## src/rtl/refill_pkg.sv

```systemverilog
package refill_pkg;

    typedef enum logic [1:0] {
        RF_IDLE  = 2'd0,
        RF_REQ   = 2'd1,
        RF_FILL  = 2'd2,
        RF_DRAIN = 2'd3
    } rf_state_e;

endpackage

```

## src/rtl/refill_idx_gen.sv

```systemverilog
module refill_idx_gen #(
    parameter int WORDS = 8,
    localparam int OFF_W = $clog2(WORDS)
) (
    input  logic             clk,
    input  logic             rst_n,
    input  logic             load_i,
    input  logic [OFF_W-1:0] base_i,
    input  logic             step_i,
    output logic [OFF_W-1:0] idx_o,
    output logic             last_o
);

    localparam logic [OFF_W:0] WORDS_V = (OFF_W+1)'(WORDS);
    localparam logic [OFF_W-1:0] LAST_V = OFF_W'(WORDS - 1);

    typedef struct packed {
        logic [OFF_W-1:0] base;
        logic [OFF_W-1:0] cnt;
    } gen_t;

    gen_t gen_d, gen_q;
    logic [OFF_W:0] sum;
    logic [OFF_W:0] wrapped;

    always_comb begin
        gen_d = gen_q;
        if (load_i) begin
            gen_d.base = base_i;
            gen_d.cnt  = '0;
        end else if (step_i) begin
            gen_d.cnt = (gen_q.cnt == LAST_V) ? '0 : gen_q.cnt + 1'b1;
        end
    end

    // modulo-WORDS add that also holds for a line length that is not a power of two
    always_comb begin
        sum     = {1'b0, gen_q.base} + {1'b0, gen_q.cnt};
        wrapped = (sum >= WORDS_V) ? sum - WORDS_V : sum;
    end

    assign idx_o  = wrapped[OFF_W-1:0];
    assign last_o = (gen_q.cnt == LAST_V);

    always_ff @(posedge clk) begin
        if (!rst_n) gen_q <= '0;
        else        gen_q <= gen_d;
    end

endmodule

```

## src/rtl/refill_fwd.sv

```systemverilog
module refill_fwd #(
    parameter int OFF_W  = 3,
    parameter int DATA_W = 32
) (
    input  logic              clk,
    input  logic              rst_n,
    input  logic              arm_i,
    input  logic [OFF_W-1:0]  crit_i,
    input  logic              beat_i,
    input  logic [OFF_W-1:0]  idx_i,
    input  logic [DATA_W-1:0] data_i,
    output logic              cpu_valid_o,
    output logic [DATA_W-1:0] cpu_data_o
);

    typedef struct packed {
        logic [OFF_W-1:0]  crit;
        logic              sent;
        logic              valid;
        logic [DATA_W-1:0] data;
    } fwd_t;

    fwd_t fwd_d, fwd_q;

    always_comb begin
        fwd_d       = fwd_q;
        fwd_d.valid = 1'b0;
        if (arm_i) begin
            fwd_d.crit = crit_i;
            fwd_d.sent = 1'b0;
        end else if (beat_i && !fwd_q.sent && (idx_i == fwd_q.crit)) begin
            fwd_d.valid = 1'b1;
            fwd_d.data  = data_i;
            fwd_d.sent  = 1'b1;
        end
    end

    always_ff @(posedge clk) begin
        if (!rst_n) fwd_q <= '0;
        else        fwd_q <= fwd_d;
    end

    assign cpu_valid_o = fwd_q.valid;
    assign cpu_data_o  = fwd_q.data;

    // the return strobe is a single-cycle pulse
    a_r5_single_pulse: assert property (@(posedge clk) disable iff (!rst_n)
        cpu_valid_o |=> !cpu_valid_o);

    // the returned word is the one that arrived on the matching beat
    a_r5_data_from_beat: assert property (@(posedge clk) disable iff (!rst_n)
        cpu_valid_o |-> (cpu_data_o == $past(data_i)) && $past(beat_i));

endmodule

```

## src/rtl/refill_ctrl.sv

```systemverilog
module refill_ctrl
    import refill_pkg::*;
#(
    parameter int LINE_W = 26,
    parameter int WORDS  = 8,
    parameter int DATA_W = 32,
    localparam int OFF_W = $clog2(WORDS)
) (
    input  logic              clk,
    input  logic              rst_n,
    input  logic              miss_valid_i,
    input  logic [LINE_W-1:0] miss_line_i,
    input  logic [OFF_W-1:0]  miss_off_i,
    input  logic              mode_linear_i,
    output logic              miss_ready_o,
    output logic              mem_req_valid_o,
    input  logic              mem_req_ready_i,
    output logic [LINE_W-1:0] mem_req_line_o,
    output logic [OFF_W-1:0]  mem_req_word_o,
    output logic              mem_req_wrap_o,
    input  logic              rsp_valid_i,
    input  logic [DATA_W-1:0] rsp_data_i,
    output logic              lb_we_o,
    output logic [OFF_W-1:0]  lb_idx_o,
    output logic [DATA_W-1:0] lb_data_o,
    output logic              cpu_valid_o,
    output logic [DATA_W-1:0] cpu_data_o,
    output logic              line_done_o
);

    typedef struct packed {
        rf_state_e         st;
        logic [LINE_W-1:0] line;
        logic [OFF_W-1:0]  off;
        logic              linear;
        logic              lb_we;
        logic [OFF_W-1:0]  lb_idx;
        logic [DATA_W-1:0] lb_data;
        logic              done;
    } ctl_t;

    ctl_t ctl_d, ctl_q;

    logic             accept;
    logic             beat;
    logic [OFF_W-1:0] start_word;
    logic [OFF_W-1:0] cur_idx;
    logic             cur_last;

    assign accept     = (ctl_q.st == RF_IDLE) && miss_valid_i;
    assign beat       = (ctl_q.st == RF_FILL) && rsp_valid_i;
    assign start_word = mode_linear_i ? '0 : miss_off_i;

    refill_idx_gen #(
        .WORDS (WORDS)
    ) u_idx (
        .clk    (clk),
        .rst_n  (rst_n),
        .load_i (accept),
        .base_i (start_word),
        .step_i (beat),
        .idx_o  (cur_idx),
        .last_o (cur_last)
    );

    refill_fwd #(
        .OFF_W  (OFF_W),
        .DATA_W (DATA_W)
    ) u_fwd (
        .clk         (clk),
        .rst_n       (rst_n),
        .arm_i       (accept),
        .crit_i      (miss_off_i),
        .beat_i      (beat),
        .idx_i       (cur_idx),
        .data_i      (rsp_data_i),
        .cpu_valid_o (cpu_valid_o),
        .cpu_data_o  (cpu_data_o)
    );

    always_comb begin
        ctl_d       = ctl_q;
        ctl_d.lb_we = 1'b0;
        ctl_d.done  = 1'b0;
        unique case (ctl_q.st)
            RF_IDLE: begin
                if (miss_valid_i) begin
                    ctl_d.st     = RF_REQ;
                    ctl_d.line   = miss_line_i;
                    ctl_d.off    = miss_off_i;
                    ctl_d.linear = mode_linear_i;
                end
            end
            RF_REQ: begin
                if (mem_req_ready_i) ctl_d.st = RF_FILL;
            end
            RF_FILL: begin
                if (rsp_valid_i) begin
                    ctl_d.lb_we   = 1'b1;
                    ctl_d.lb_idx  = cur_idx;
                    ctl_d.lb_data = rsp_data_i;
                    if (cur_last) ctl_d.st = RF_DRAIN;
                end
            end
            RF_DRAIN: begin
                ctl_d.st   = RF_IDLE;
                ctl_d.done = 1'b1;
            end
            default: ctl_d.st = RF_IDLE;
        endcase
    end

    always_ff @(posedge clk) begin
        if (!rst_n) begin
            ctl_q    <= '0;
            ctl_q.st <= RF_IDLE;
        end else begin
            ctl_q <= ctl_d;
        end
    end

    assign miss_ready_o    = (ctl_q.st == RF_IDLE);
    assign mem_req_valid_o = (ctl_q.st == RF_REQ);
    assign mem_req_line_o  = ctl_q.line;
    assign mem_req_word_o  = ctl_q.linear ? '0 : ctl_q.off;
    assign mem_req_wrap_o  = !ctl_q.linear;
    assign lb_we_o         = ctl_q.lb_we;
    assign lb_idx_o        = ctl_q.lb_idx;
    assign lb_data_o       = ctl_q.lb_data;
    assign line_done_o     = ctl_q.done;

    // an unaccepted request holds its contents
    a_r2_req_hold: assert property (@(posedge clk) disable iff (!rst_n)
        mem_req_valid_o && !mem_req_ready_i |=>
            mem_req_valid_o && $stable(mem_req_word_o) && $stable(mem_req_line_o));

    // request drops after the handshake
    a_r2_req_drop: assert property (@(posedge clk) disable iff (!rst_n)
        mem_req_valid_o && mem_req_ready_i |=> !mem_req_valid_o);

    // every line-buffer write traces back to a response beat
    a_r6_write_needs_beat: assert property (@(posedge clk) disable iff (!rst_n)
        lb_we_o |-> $past(rsp_valid_i) && (lb_data_o == $past(rsp_data_i)));

    // completion directly follows a line-buffer write and reopens the input
    a_r7_done_after_write: assert property (@(posedge clk) disable iff (!rst_n)
        line_done_o |-> $past(lb_we_o) && miss_ready_o && !lb_we_o);

    // a busy block stays busy while no completion is signalled
    a_r8_busy_sticky: assert property (@(posedge clk) disable iff (!rst_n)
        !miss_ready_o && !mem_req_valid_o && !lb_we_o |=> !miss_ready_o);

    // no write while the request is still outstanding
    a_r9_no_early_write: assert property (@(posedge clk) disable iff (!rst_n)
        mem_req_valid_o |-> !lb_we_o);

endmodule

```

## config.mk

```make
export PLATFORM = sky130hd
export DESIGN_NAME = refill_ctrl
export DESIGN_NICKNAME = d
export VERILOG_FILES = /design/src/rtl/refill_pkg.sv /design/src/rtl/refill_idx_gen.sv /design/src/rtl/refill_fwd.sv /design/src/rtl/refill_ctrl.sv
export SDC_FILE = /design/constraint.sdc
export NUM_CORES = 1
export LEC_CHECK = 0
export BUFFER_PORTS_ARGS = -buffer_cell sky130_fd_sc_hd__clkbuf_2
export CAP_MARGIN = 30
export CORE_MARGIN = 1.5
export CORE_UTILIZATION = 51
export DETAILED_ROUTE_END_ITERATION = 8
export PLACE_DENSITY = 0.92
export SKIP_LAST_GASP = 1
export SLEW_MARGIN = 10
export SYNTH_ARGS = -nofsm -noshare
export SYNTH_HDL_FRONTEND = slang
export SYNTH_SLANG_ARGS = --single-unit
```

## constraint.sdc

```tcl
create_clock -name clk -period 2.8 [get_ports clk]
set_clock_uncertainty 0.1 [all_clocks]
set_input_delay 0.42 -clock clk [delete_from_list [all_inputs] [get_ports clk]]
set_output_delay 0.42 -clock clk [all_outputs]
set_load 0.02 [all_outputs]
```

==> results of run 1 <==
[logic make-up (layout without fill, tap and decap cells)]
family,Yosys count,count (layout),share of synthesized area (%)
fa+ha+maj,9,9,2.393
compound gates,74,74,11.07
simple gates,223,223,17.72
xor+xnor,6,6,1.047
buf+inv,134,201,17.52
flops,109,109,43.47
mux,34,34,6.780
[cells in the mapped netlist]
| cell type | n |
|---|---|
| nand2_1 | 205 |
| dfxtp_1 | 109 |
| buf_4 | 93 |
| a21boi_0 | 66 |
| mux2i_1 | 34 |
| clkbuf_1 | 25 |
| ha_1 | 8 |
| inv_1 | 8 |
| a21oi_1 | 4 |
| buf_2 | 4 |
| nor2b_1 | 4 |
| xnor2_1 | 4 |
| and2_1 | 3 |
| buf_6 | 3 |
| nand3b_1 | 3 |
| nor2_1 | 3 |
| o211a_1 | 3 |
| nor3_1 | 2 |
| xor2_1 | 2 |
| a222oi_1 | 1 |
| and3_1 | 1 |
| buf_1 | 1 |
| fa_1 | 1 |
| nand3_2 | 1 |
| nor3_4 | 1 |
[where the power goes]
| part | internal [mW] | switching (mW) |
|---|---|---|
| Clock | 0.359 | 0.532 |
| Combinational | 0.400 | 0.747 |
| Sequential | 1.74 | 0.110 |
[path summary, 6_finish.rpt]
check	slack, ns	startpoint	end
worst min register to register	0.36	u_fwd.cpu_data_o[23]$_SDFFE_PN0P_	u_fwd.cpu_data_o[23]$_SDFFE_PN0P_
worst min-delay path	0.18	miss_line_i[7]	mem_req_line_o[7]$_SDFFE_PN0P_
worst max register to register	0.35	u_idx.gen_q[0]$_SDFFE_PP0N_	u_fwd.cpu_data_o[13]$_SDFFE_PN0P_
worst max-delay path	0.35	u_idx.gen_q[0]$_SDFFE_PP0N_	u_fwd.cpu_data_o[13]$_SDFFE_PN0P_
[sequential cells by signal, summed over array words and instances, names as in the netlist]
| name | cells |
|---|---|
| ctl_q | 6 |
| lb_data_o | 32 |
| lb_idx_o | 3 |
| lb_we_o | 1 |
| line_done_o | 1 |
| mem_req_line_o | 26 |
| u_fwd.cpu_data_o | 32 |
| u_fwd.cpu_valid_o | 1 |
| u_fwd.fwd_q | 1 |
| u_idx.gen_q | 6 |
[worst register-to-register path, delay by kind of cell, from the launching register on]
kind	cells	cell delay (ns)
fa+ha+maj	2	0.58
buf+inv	2	0.51
xor+xnor	2	0.43
flops	1	0.40
mux	1	0.26
simple gates	1	0.10
[layer usage]
layer	share of wire (%)	vias to the layer above
met3	7.1	12
met4	1.3	0
met2	48	134
met1	43	1733
li1	-	1897
met5	0	-
[through the flow]
step                hold WS, ns  utilization [%]
floorplan                0.3220                -
global placement         0.3437            54.57
detailed placement       0.3512            54.57
CTS                      0.1512            56.48
global route             0.1613            56.48
finish                   0.1797            56.48
[final cells by class]
cell class | count | area (µm²) | area share, %
Sequential cell | 109 | 2182 | 40.08
Multi-Input combinational cell | 346 | 1958 | 35.97
Timing Repair Buffer | 177 | 923.4 | 16.96
Tap cell | 133 | 166.4 | 3.057
Clock buffer | 11 | 141.4 | 2.597
Clock inverter | 5 | 42.54 | 0.7814
Inverter | 8 | 30.03 | 0.5516
[placed cells by master, fill, tap and decap left out, drive strengths merged, types with 3 or more instances in the layout]
master and count:
mux2i 34, nor3 3, a21boi 66, a21oi 4
buf 10, dfxtp 109, o211a 3, xnor2 4
inv 10, ha 8, and2 3, nand2 205
clkbuf 178, nor2b 4, nand3b 3, nor2 3
==> impl_metrics.json, run 1 <==
{
  "synth_cell_types": 25,
  "insertion_delay_ns": 0.36,
  "routed_wirelength_mm": 9.787,
  "fin_ws_ns": 0.3493,
  "avgSynthCellArea_um2": 8.523,
  "busiest_layer": "met2",
  "cp_num_buf_inv": 2,
  "ctsRootBufferMaster": "clkbuf_8",
  "startpoint_type": "flop",
  "drive_gt1_share_pct": 29.57,
  "wire_per_inst_um": 12.40,
  "numCtsBuffers": 9,
  "cts_tree": "yes",
  "p_per_area_mw_per_mm2": 714.1,
  "synth_seq_cells": 109,
  "grt_pass1_vias": 3497,
  "peakVddDrop_uv": 371.8,
  "setup_tns_ns": 0,
  "cts_setup_buffers": 0,
  "p_total_mw": 3.888,
  "worst_pin_slew_ns": 0.5444,
  "cp_data_required_time_ns": 3.00,
  "cp_slowest_cell": "buf_4",
  "status": "finished, final reports clean",
  "fin_crit_sh_pct": 87.53,
  "synth_fp_nets": 665,
  "syn_inst": 589,
  "via_per_inst": 4.786,
  "cp_top_family": "adder cells",
  "start_util_pct": 52.08,
  "dp_cells": 773,
  "dp_hpwl_mm": 7.168,
  "antenna_found_initial": 0,
  "ys_top_cells_by_area": "dfxtp_1, nand2_1, buf_4, a21boi_0, mux2i_1",
  "drtAntennaViolNets": 0,
  "holdPathStages": 3,
  "grt_max_degree": 60,
  "grt_pass1_wl_mm": 15.37,
  "cts_resized": 0,
  "yosysSeqAreaShare_pct": 43.47,
  "place_area_mm2": 0.005260,
  "hold_buffers": 0,
  "core.rowCount": 36,
  "grtUsageTotal_pct": 18.57,
  "boundaryPins": 169,
  "clock-sinks": 109,
  "crit_top_cell": "xnor2_1",
  "grt_use_met3_pct": 4.788,
  "critical_path.max_fanout": 32,
  "maxSlewHeadroom_pct": 63.71,
  "diodes": 0,
  "final_cells": 789,
  "num_vias": 3776,
  "rsz0062_at_grt": "no",
  "timing.max_cap.violations": 0,
  "end_kind": "flop",
  "slowest_delay_ns": 0.46,
  "finalInstanceArea_mm2": 0.005444,
  "crit_type": "flop to flop",
  "die_area_mm2": 0.01045,
  "leakage_nw": 2.644,
  "grtUsageMet2_pct": 33.32,
  "clkTransAtPathRegs_ns": 0.10,
  "setup_viol": 0,
  "path_cells": "ha_1 -> inv_1 -> fa_1 -> xnor2_1 -> xnor2_1 -> nand3_2 -> buf_4 -> mux2i_1",
  "grt.overflow.total": 0,
  "cts_max_path_buffers": 2,
  "place_ws_ns": 0.3324,
  "fp.coreArea_mm2": 0.009639,
  "fp.dieW_um": 102.2,
  "worstSetupPathDepth": 8,
  "fill_cells": 873,
  "globalplace.congestion": 0.8179,
  "port_buffers": 168,
  "drt_iter0_markers": 104,
  "syn-cell-area_mm2": 0.005020,
  "hold_class": "input pin to flop",
  "area_growth_syn_to_layout_pct": 8.450,
  "rr_worst_depth": 8,
  "die_h_um": 102.2,
  "worstPathArrival_ns": 2.65,
  "max_freq_ghz": 0.4080,
  "synth_top_cell_by_area": "dfxtp_1",
  "first_pass_iters": 4,
  "synth.yosys.warnings": 0,
  "h-tree-depth": 3,
  "finalMaxSlewViolations": 0,
  "layout_min_cycle_time_ns": 2.451,
  "synth_top_cell_area_share_pct": 43.47,
  "drc": 0,
  "finalHoldViolCount": 0,
  "use_met1_pct": 21.07,
  "nNetsFinal": 727
}
Power figures use the tool's default switching activity.
==> run 2: changes to the inputs <==
--- a/config.mk
+++ b/config.mk
@@ -7,2 +7,3 @@
 export LEC_CHECK = 0
+export ABC_AREA = 0
 export BUFFER_PORTS_ARGS = -buffer_cell sky130_fd_sc_hd__clkbuf_2
@@ -18 +19,2 @@
 export SYNTH_SLANG_ARGS = --single-unit
+export TNS_END_PERCENT = 1
==> constraint.sdc (replaced) <==
create_clock -name clk -period 2.8 [get_ports clk]
set_clock_uncertainty 0.1 [all_clocks]
set_input_delay 0.28 -clock clk [delete_from_list [all_inputs] [get_ports clk]]
set_output_delay 0.28 -clock clk [all_outputs]
set_load 0.02 [all_outputs]
==> impl_metrics.json, run 2 (same netlist as run 1, synthesis figures left out) <==
{
  "status": "finished, final reports clean",
  "fp.dieW_um": 102.2,
  "hold_buffers": 0,
  "drtAntennaViolNets": 0,
  "start_util_pct": 52.08,
  "internal_power_mw": 2.487,
  "leakage_nw": 2.632,
  "ctsRootBufferMaster": "clkbuf_8",
  "drt_iter0_markers": 83,
  "dp_hpwl_mm": 6.961,
  "nNetsFinal": 726,
  "final_common_cell": "nand2_1",
  "h-tree-depth": 3,
  "hold_class": "input pin to flop",
  "combPwrFrac_pct": 29.5,
  "grtUsageMet2_pct": 33.06,
  "max_freq_ghz": 0.4052,
  "die_area_mm2": 0.01045,
  "worst_r2r_endpoint": "u_fwd.cpu_data_o[0]$_SDFFE_PN0P_",
  "clock-sinks": 109,
  "layout_min_cycle_time_ns": 2.468,
  "antenna_found_initial": 0,
  "cp_slowest_cell": "buf_4",
  "swShare_pct": 35.38,
  "worstPathArrival_ns": 2.66,
  "port_buffers": 168,
  "startpoint_type": "flop",
  "holdPathEnd": "mem_req_line_o[25]$_SDFFE_PN0P_",
  "switchingPower_mw": 1.361,
  "area_growth_syn_to_layout_pct": 8.176,
  "grt_pass1_vias": 3568,
  "p_total_mw": 3.848,
  "numCtsBuffers": 9,
  "maxSlewHeadroom_pct": 63.69,
  "cts_setup_buffers": 0,
  "worst_pin_slew_ns": 0.5447,
  "peakVddDrop_uv": 380.9,
  "crit_type": "flop to flop",
  "final_util_pct": 56.33,
  "finalHoldViolCount": 0,
  "grtUsageTotal_pct": 18.41,
  "busiest_layer": "met2",
  "cts_max_path_buffers": 2,
  "p_per_area_mw_per_mm2": 708.6,
  "finalMaxSlewViolations": 0,
  "grt_use_met3_pct": 4.925,
  "num_vias": 3706,
  "cp-startpoint": "u_idx.gen_q[0]$_SDFFE_PP0N_",
  "die_h_um": 102.2,
  "setup_viol": 0,
  "grt_max_degree": 63,
  "setup_tns_ns": 0,
  "wire_per_inst_um": 12.13,
  "globalplace.congestion": 0.7834,
  "layout_common_cells": "nand2_1, clkbuf_2, dfxtp_1",
  "boundaryPins": 169,
  "cp_data_required_time_ns": 2.99,
  "insertion_delay_ns": 0.35,
  "grt_pass1_wl_mm": 15.38,
  "slowest_delay_ns": 0.46,
  "rsz0062_at_grt": "no",
  "fin_crit_sh_pct": 88.15,
  "drive_gt1_share_pct": 29.31,
  "cts_tree": "yes",
  "end_kind": "flop",
  "clkTransAtPathRegs_ns": 0.10,
  "use_met1_pct": 21.62,
  "holdWs_ns": 0.04116,
  "via_per_inst": 4.703,
  "reg2reg_from": "u_idx.gen_q[0]$_SDFFE_PP0N_",
  "path_cells": "ha_1 -> inv_1 -> fa_1 -> xnor2_1 -> xnor2_1 -> nand3_2 -> buf_4 -> mux2i_1",
  "cts_resized": 0,
  "min-delay-start": "miss_line_i[25]",
  "pwr-share-clk_pct": 22.5,
  "r2r_setup_slack_ns": 0.33,
  "diodes": 0,
  "core.rowCount": 36,
  "power_frac_seq_pct": 48.0,
  "routed_wirelength_mm": 9.560,
  "drc": 0,
  "rr_worst_depth": 8,
  "fp.coreArea_mm2": 0.009639,
  "crit_top_cell": "xnor2_1",
  "holdPathStages": 3,
  "critical_path.max_fanout": 32,
  "grt.overflow.total": 0,
  "first_pass_iters": 4,
  "timing.max_cap.violations": 0
}
run 2: cell count changes in the layout (fill, tap and decap cells not counted):
cell and change:
clkbuf_1 +1, inv_6 -1, buf_4 -1, clkinvlp_4 +1
clkinv_4 -1
run 2: per-layer routing:
| metal | up-vias | wire (µm) |
|---|---|---|
| met3 | 12 | 670 |
| li1 | 1901 | - |
| met2 | 124 | 4513 |
| met5 | - | 0 |
| met4 | 0 | 134 |
| met1 | 1669 | 4241 |
run 2: power by group through the flow:
| stage | Sequential, mW | Combinational, mW | Clock (mW) |
|---|---|---|---|
| 4_1_cts | 1.85 | 1.15 | 0.900 |
| 3_5_place_dp | 1.88 | 1.15 | 0 |
| 2_1_floorplan | 1.86 | 1.00 | 0 |
| 6_report | 1.85 | 1.14 | 0.867 |
| 3_3_place_gp | 1.88 | 1.13 | 0 |
| 5_1_grt | 1.87 | 1.27 | 0.962 |
run 2: worst max-delay path by stage:
stage | endpoint | slack (ns) | cells past startpoint
after floorplan | u_fwd.cpu_data_o[10]$_SDFFE_PN0P_ | 0.69 | 8
after global placement | u_fwd.cpu_data_o[10]$_SDFFE_PN0P_ | 0.43 | 8
after CTS | u_fwd.cpu_data_o[0]$_SDFFE_PN0P_ | 0.31 | 8
after detailed placement | u_fwd.cpu_data_o[0]$_SDFFE_PN0P_ | 0.34 | 8
final | u_fwd.cpu_data_o[0]$_SDFFE_PN0P_ | 0.33 | 8
after global routing | u_fwd.cpu_data_o[21]$_SDFFE_PN0P_ | 0.17 | 8
run 2: through the flow:
step | std cells | worst slack [ns] | instance area, µm²
after global placement | 772 | 0.4277 | 5253
after global routing | 788 | 0.1723 | 5430
after CTS | 788 | 0.3114 | 5430
after floorplan | 589 | 0.6925 | 5020
after detailed placement | 772 | 0.3364 | 5253
final | 788 | 0.3319 | 5430
run 2: critical path: cells and delay by family, from the launching register on:
family,cells,cell delay (ns)
xor gates and xnor gates,2,0.44
adders and majority gates,2,0.59
and+or+nand+nor,1,0.10
buffers and inverters,2,0.51
muxes,1,0.26
DFF,1,0.39
run 2: cell type report:
| type | count | area, µm² |
|---|---|---|
| inverter | 8 | 30.03 |
| multi-input combinational | 346 | 1958 |
| fill | 917 | 4209 |
| sequential | 109 | 2182 |
| clock inverter | 4 | 32.53 |
| timing repair buffer | 176 | 915.9 |
| clock buffer | 12 | 145.1 |
| tap | 133 | 166.4 |
==> run 3: changes to the inputs <==
--- a/config.mk
+++ b/config.mk
@@ -13,3 +13,3 @@
 export DETAILED_ROUTE_END_ITERATION = 8
-export PLACE_DENSITY = 0.92
+export PLACE_DENSITY = 0.91
 export SKIP_LAST_GASP = 1
@@ -18,2 +18,3 @@
 export SYNTH_HDL_FRONTEND = slang
+export SYNTH_HIERARCHICAL = 1
 export SYNTH_SLANG_ARGS = --single-unit
==> constraint.sdc (replaced) <==
create_clock -name clk -period 2.8 [get_ports clk]
set_clock_uncertainty 0.1 [all_clocks]
set_input_delay 0 -clock clk [delete_from_list [all_inputs] [get_ports clk]]
set_output_delay 0 -clock clk [all_outputs]
set_load 0.02 [all_outputs]
==> impl_metrics.json, run 3 <==
{
  "timing.max_cap.violations": 0,
  "grt_pass1_vias": 4195,
  "layout_common_cells": "nand2_1, clkbuf_2, dfxtp_1",
  "clkTransAtPathRegs_ns": 0.10,
  "fp.dieW_um": 104.0,
  "yosysSeqAreaShare_pct": 43.08,
  "insertion_delay_ns": 0.37,
  "h-tree-depth": 3,
  "cts_setup_buffers": 0,
  "synth_compound_area_share_pct": 10.31,
  "synth-edff-count": 0,
  "num_vias": 4137,
  "path_cells": "ha_1 -> fa_1 -> xnor2_1 -> xnor2_1 -> xor2_1 -> nor4_4 -> buf_12 -> mux2i_1",
  "synth_seq_cells": 112,
  "hold_buffers": 63,
  "routed_wirelength_mm": 12.40,
  "via_per_inst": 4.844,
  "synthArstFlopShare_pct": 0,
  "synth.yosys.warnings": 6,
  "port_buffers": 168,
  "peakVddDrop_uv": 368.5,
  "finalMaxSlewViolations": 0,
  "holdPathEnd": "u_fwd/fwd_q[33]$_SDFFE_PP0P_",
  "syn-cell-area_mm2": 0.005205,
  "hold_class": "input pin to flop",
  "muxShareOfSynthArea_pct": 8.077,
  "drive_gt1_share_pct": 27.32,
  "synth-simple-area-share_pct": 17.69,
  "rr_worst_depth": 8,
  "boundaryPins": 169,
  "cts_tree": "yes",
  "cp_data_required_time_ns": 2.97,
  "layout_min_cycle_time_ns": 2.443,
  "fin_ws_ns": 0.3571,
  "avgSynthCellArea_um2": 8.792,
  "maxSlewHeadroom_pct": 61.03,
  "synth_top_cell_by_area": "dfxtp_1",
  "p_per_area_mw_per_mm2": 683.7,
  "slowest_delay_ns": 0.38,
  "grt.overflow.total": 0,
  "grtUsageTotal_pct": 22.87,
  "cts_max_path_buffers": 2,
  "synth_xor_area_share_pct": 0.9856,
  "wire_per_inst_um": 14.51,
  "status": "finished, final reports clean",
  "r2r_setup_slack_ns": 0.36,
  "fin_crit_sh_pct": 87.25,
  "synthTopCellsByCount": "nand2_1, dfxtp_1, buf_4",
  "holdWs_ns": 0.03694,
  "cp_slowest_cell": "fa_1",
  "setup_viol": 0,
  "area_growth_syn_to_layout_pct": 20.50,
  "synth_fp_nets": 668,
  "cts_resized": 0,
  "diodes": 0,
  "crit_top_cell": "xnor2_1",
  "ctsRootBufferMaster": "clkbuf_8",
  "numCtsBuffers": 9,
  "drc": 0,
  "rsz0062_at_grt": "no",
  "yosys.area_share.adder_pct": 2.308,
  "setup_tns_ns": 0,
  "worst_pin_slew_ns": 0.5845,
  "start_util_pct": 53.01,
  "worst_r2r_endpoint": "u_fwd/cpu_data_o[9]$_SDFFE_PN0P_",
  "final_common_cell": "nand2_1",
  "synth_top_cell_area_share_pct": 43.08,
  "clock-sinks": 112,
  "max_freq_ghz": 0.4094,
  "reg2reg_from": "u_idx/gen_q[0]$_SDFFE_PP0P_",
  "startpoint_type": "flop",
  "min-delay-start": "rst_n",
  "critical_path.max_fanout": 34,
  "dp_hpwl_mm": 7.496,
  "globalplace.congestion": 0.7672,
  "leakage_nw": 2.734,
  "nNetsFinal": 792,
  "synth_most_common_cell": "nand2_1",
  "drt_iter0_markers": 157,
  "finalHoldViolCount": 0,
  "die_area_mm2": 0.01082,
  "synth_top_family_by_area": "simple AND/OR/NAND/NOR gates",
  "fp.coreArea_mm2": 0.009819,
  "syn_inst": 592,
  "ys_top_cells_by_area": "dfxtp_1, nand2_1, buf_4, a21boi_0, mux2i_1",
  "end_kind": "flop",
  "place_ws_ns": 0.4428,
  "crit_type": "flop to flop",
  "die_h_um": 104.0,
  "grt_pass1_wl_mm": 20.13,
  "synth_cell_types": 30,
  "worstPathArrival_ns": 2.61,
  "first_pass_iters": 4,
  "grt_max_degree": 83,
  "core.rowCount": 36,
  "holdPathStages": 2,
  "synth_ff_type": "dfxtp_1",
  "antenna_found_initial": 0,
  "drtAntennaViolNets": 0
}
run 3: changes by cell type after synthesis, moves of 4 or more:
cell | before | now
clkbuf_1 | 25 | 17
nor2b_1 | 4 | 15
mux2i_1 | 34 | 42
a21boi_1 | 0 | 5
a21boi_0 | 66 | 60
a21oi_1 | 4 | 0
nand2_1 | 205 | 198
run 3: cell type report:
type / count / area (µm²)
Clock buffer: 12 / 165.2
Inverter: 6 / 22.52
Multi-Input combinational cell: 350 / 2058
Clock inverter: 4 / 73.82
Fill cell: 778 / 3547
Tap cell: 133 / 166.4
Timing Repair Buffer: 237 / 1544
Sequential cell: 112 / 2242
run 3: worst max-delay path: cells and delay by family, from the launching register on:
family        cells  cell delay [ns]
xor+xnor          3             0.49
fa+ha+maj         2             0.60
buf+inv           1             0.28
flops             1             0.35
mux               1             0.29
simple gates      1             0.20
run 3: through the flow:
stage | area, µm² | utilization [%] | total power, mW | instances
2_1_floorplan | 5205 | - | 2.959 | 592
3_3_place_gp | 5403 | 55.02 | 3.073 | 775
3_5_place_dp | 5403 | 55.02 | 3.134 | 775
4_1_cts | 6272 | 63.88 | 4.302 | 854
5_1_grt | 6272 | 63.88 | 4.520 | 854
6_report | 6272 | 63.88 | 4.288 | 854
run 3: worst max path at each step:
stage / to / from / slack, ns / depth (start not counted)
floorplan: u_fwd/cpu_data_o[0]$_SDFFE_PN0P_ / ctl_q[67]$_SDFFE_PN0P_ / 0.35 / 10
global placement: u_fwd/cpu_data_o[0]$_SDFFE_PN0P_ / u_idx/gen_q[0]$_SDFFE_PP0P_ / 0.56 / 8
detailed placement: u_fwd/cpu_data_o[18]$_SDFFE_PN0P_ / u_idx/gen_q[0]$_SDFFE_PP0P_ / 0.44 / 8
CTS: u_fwd/cpu_data_o[18]$_SDFFE_PN0P_ / u_idx/gen_q[0]$_SDFFE_PP0P_ / 0.43 / 8
global route: u_fwd/cpu_data_o[9]$_SDFFE_PN0P_ / u_idx/gen_q[0]$_SDFFE_PP0P_ / 0.23 / 8
finish: u_fwd/cpu_data_o[9]$_SDFFE_PN0P_ / u_idx/gen_q[0]$_SDFFE_PP0P_ / 0.36 / 8
run 3: power by group:
group	total (mW)	internal, mW	switching [mW]
logic	1.28	0.482	0.801
registers	1.90	1.78	0.117
clock network	1.10	0.580	0.524
run 3: cell families after synthesis:
logic type,count (synthesis)
and+or+nand+nor,225
buffers and inverters,130
DFF,112
AOI/OAI and AO/OA,69
muxes,42
adders and majority gates,9
xor gates and xnor gates,5
run 3: layer usage:
metal  GRT usage (%)  wire length, µm
met5               0                0
met1           26.04             5074
met4           9.524              316
met3           6.015              917
met2           40.44             6087
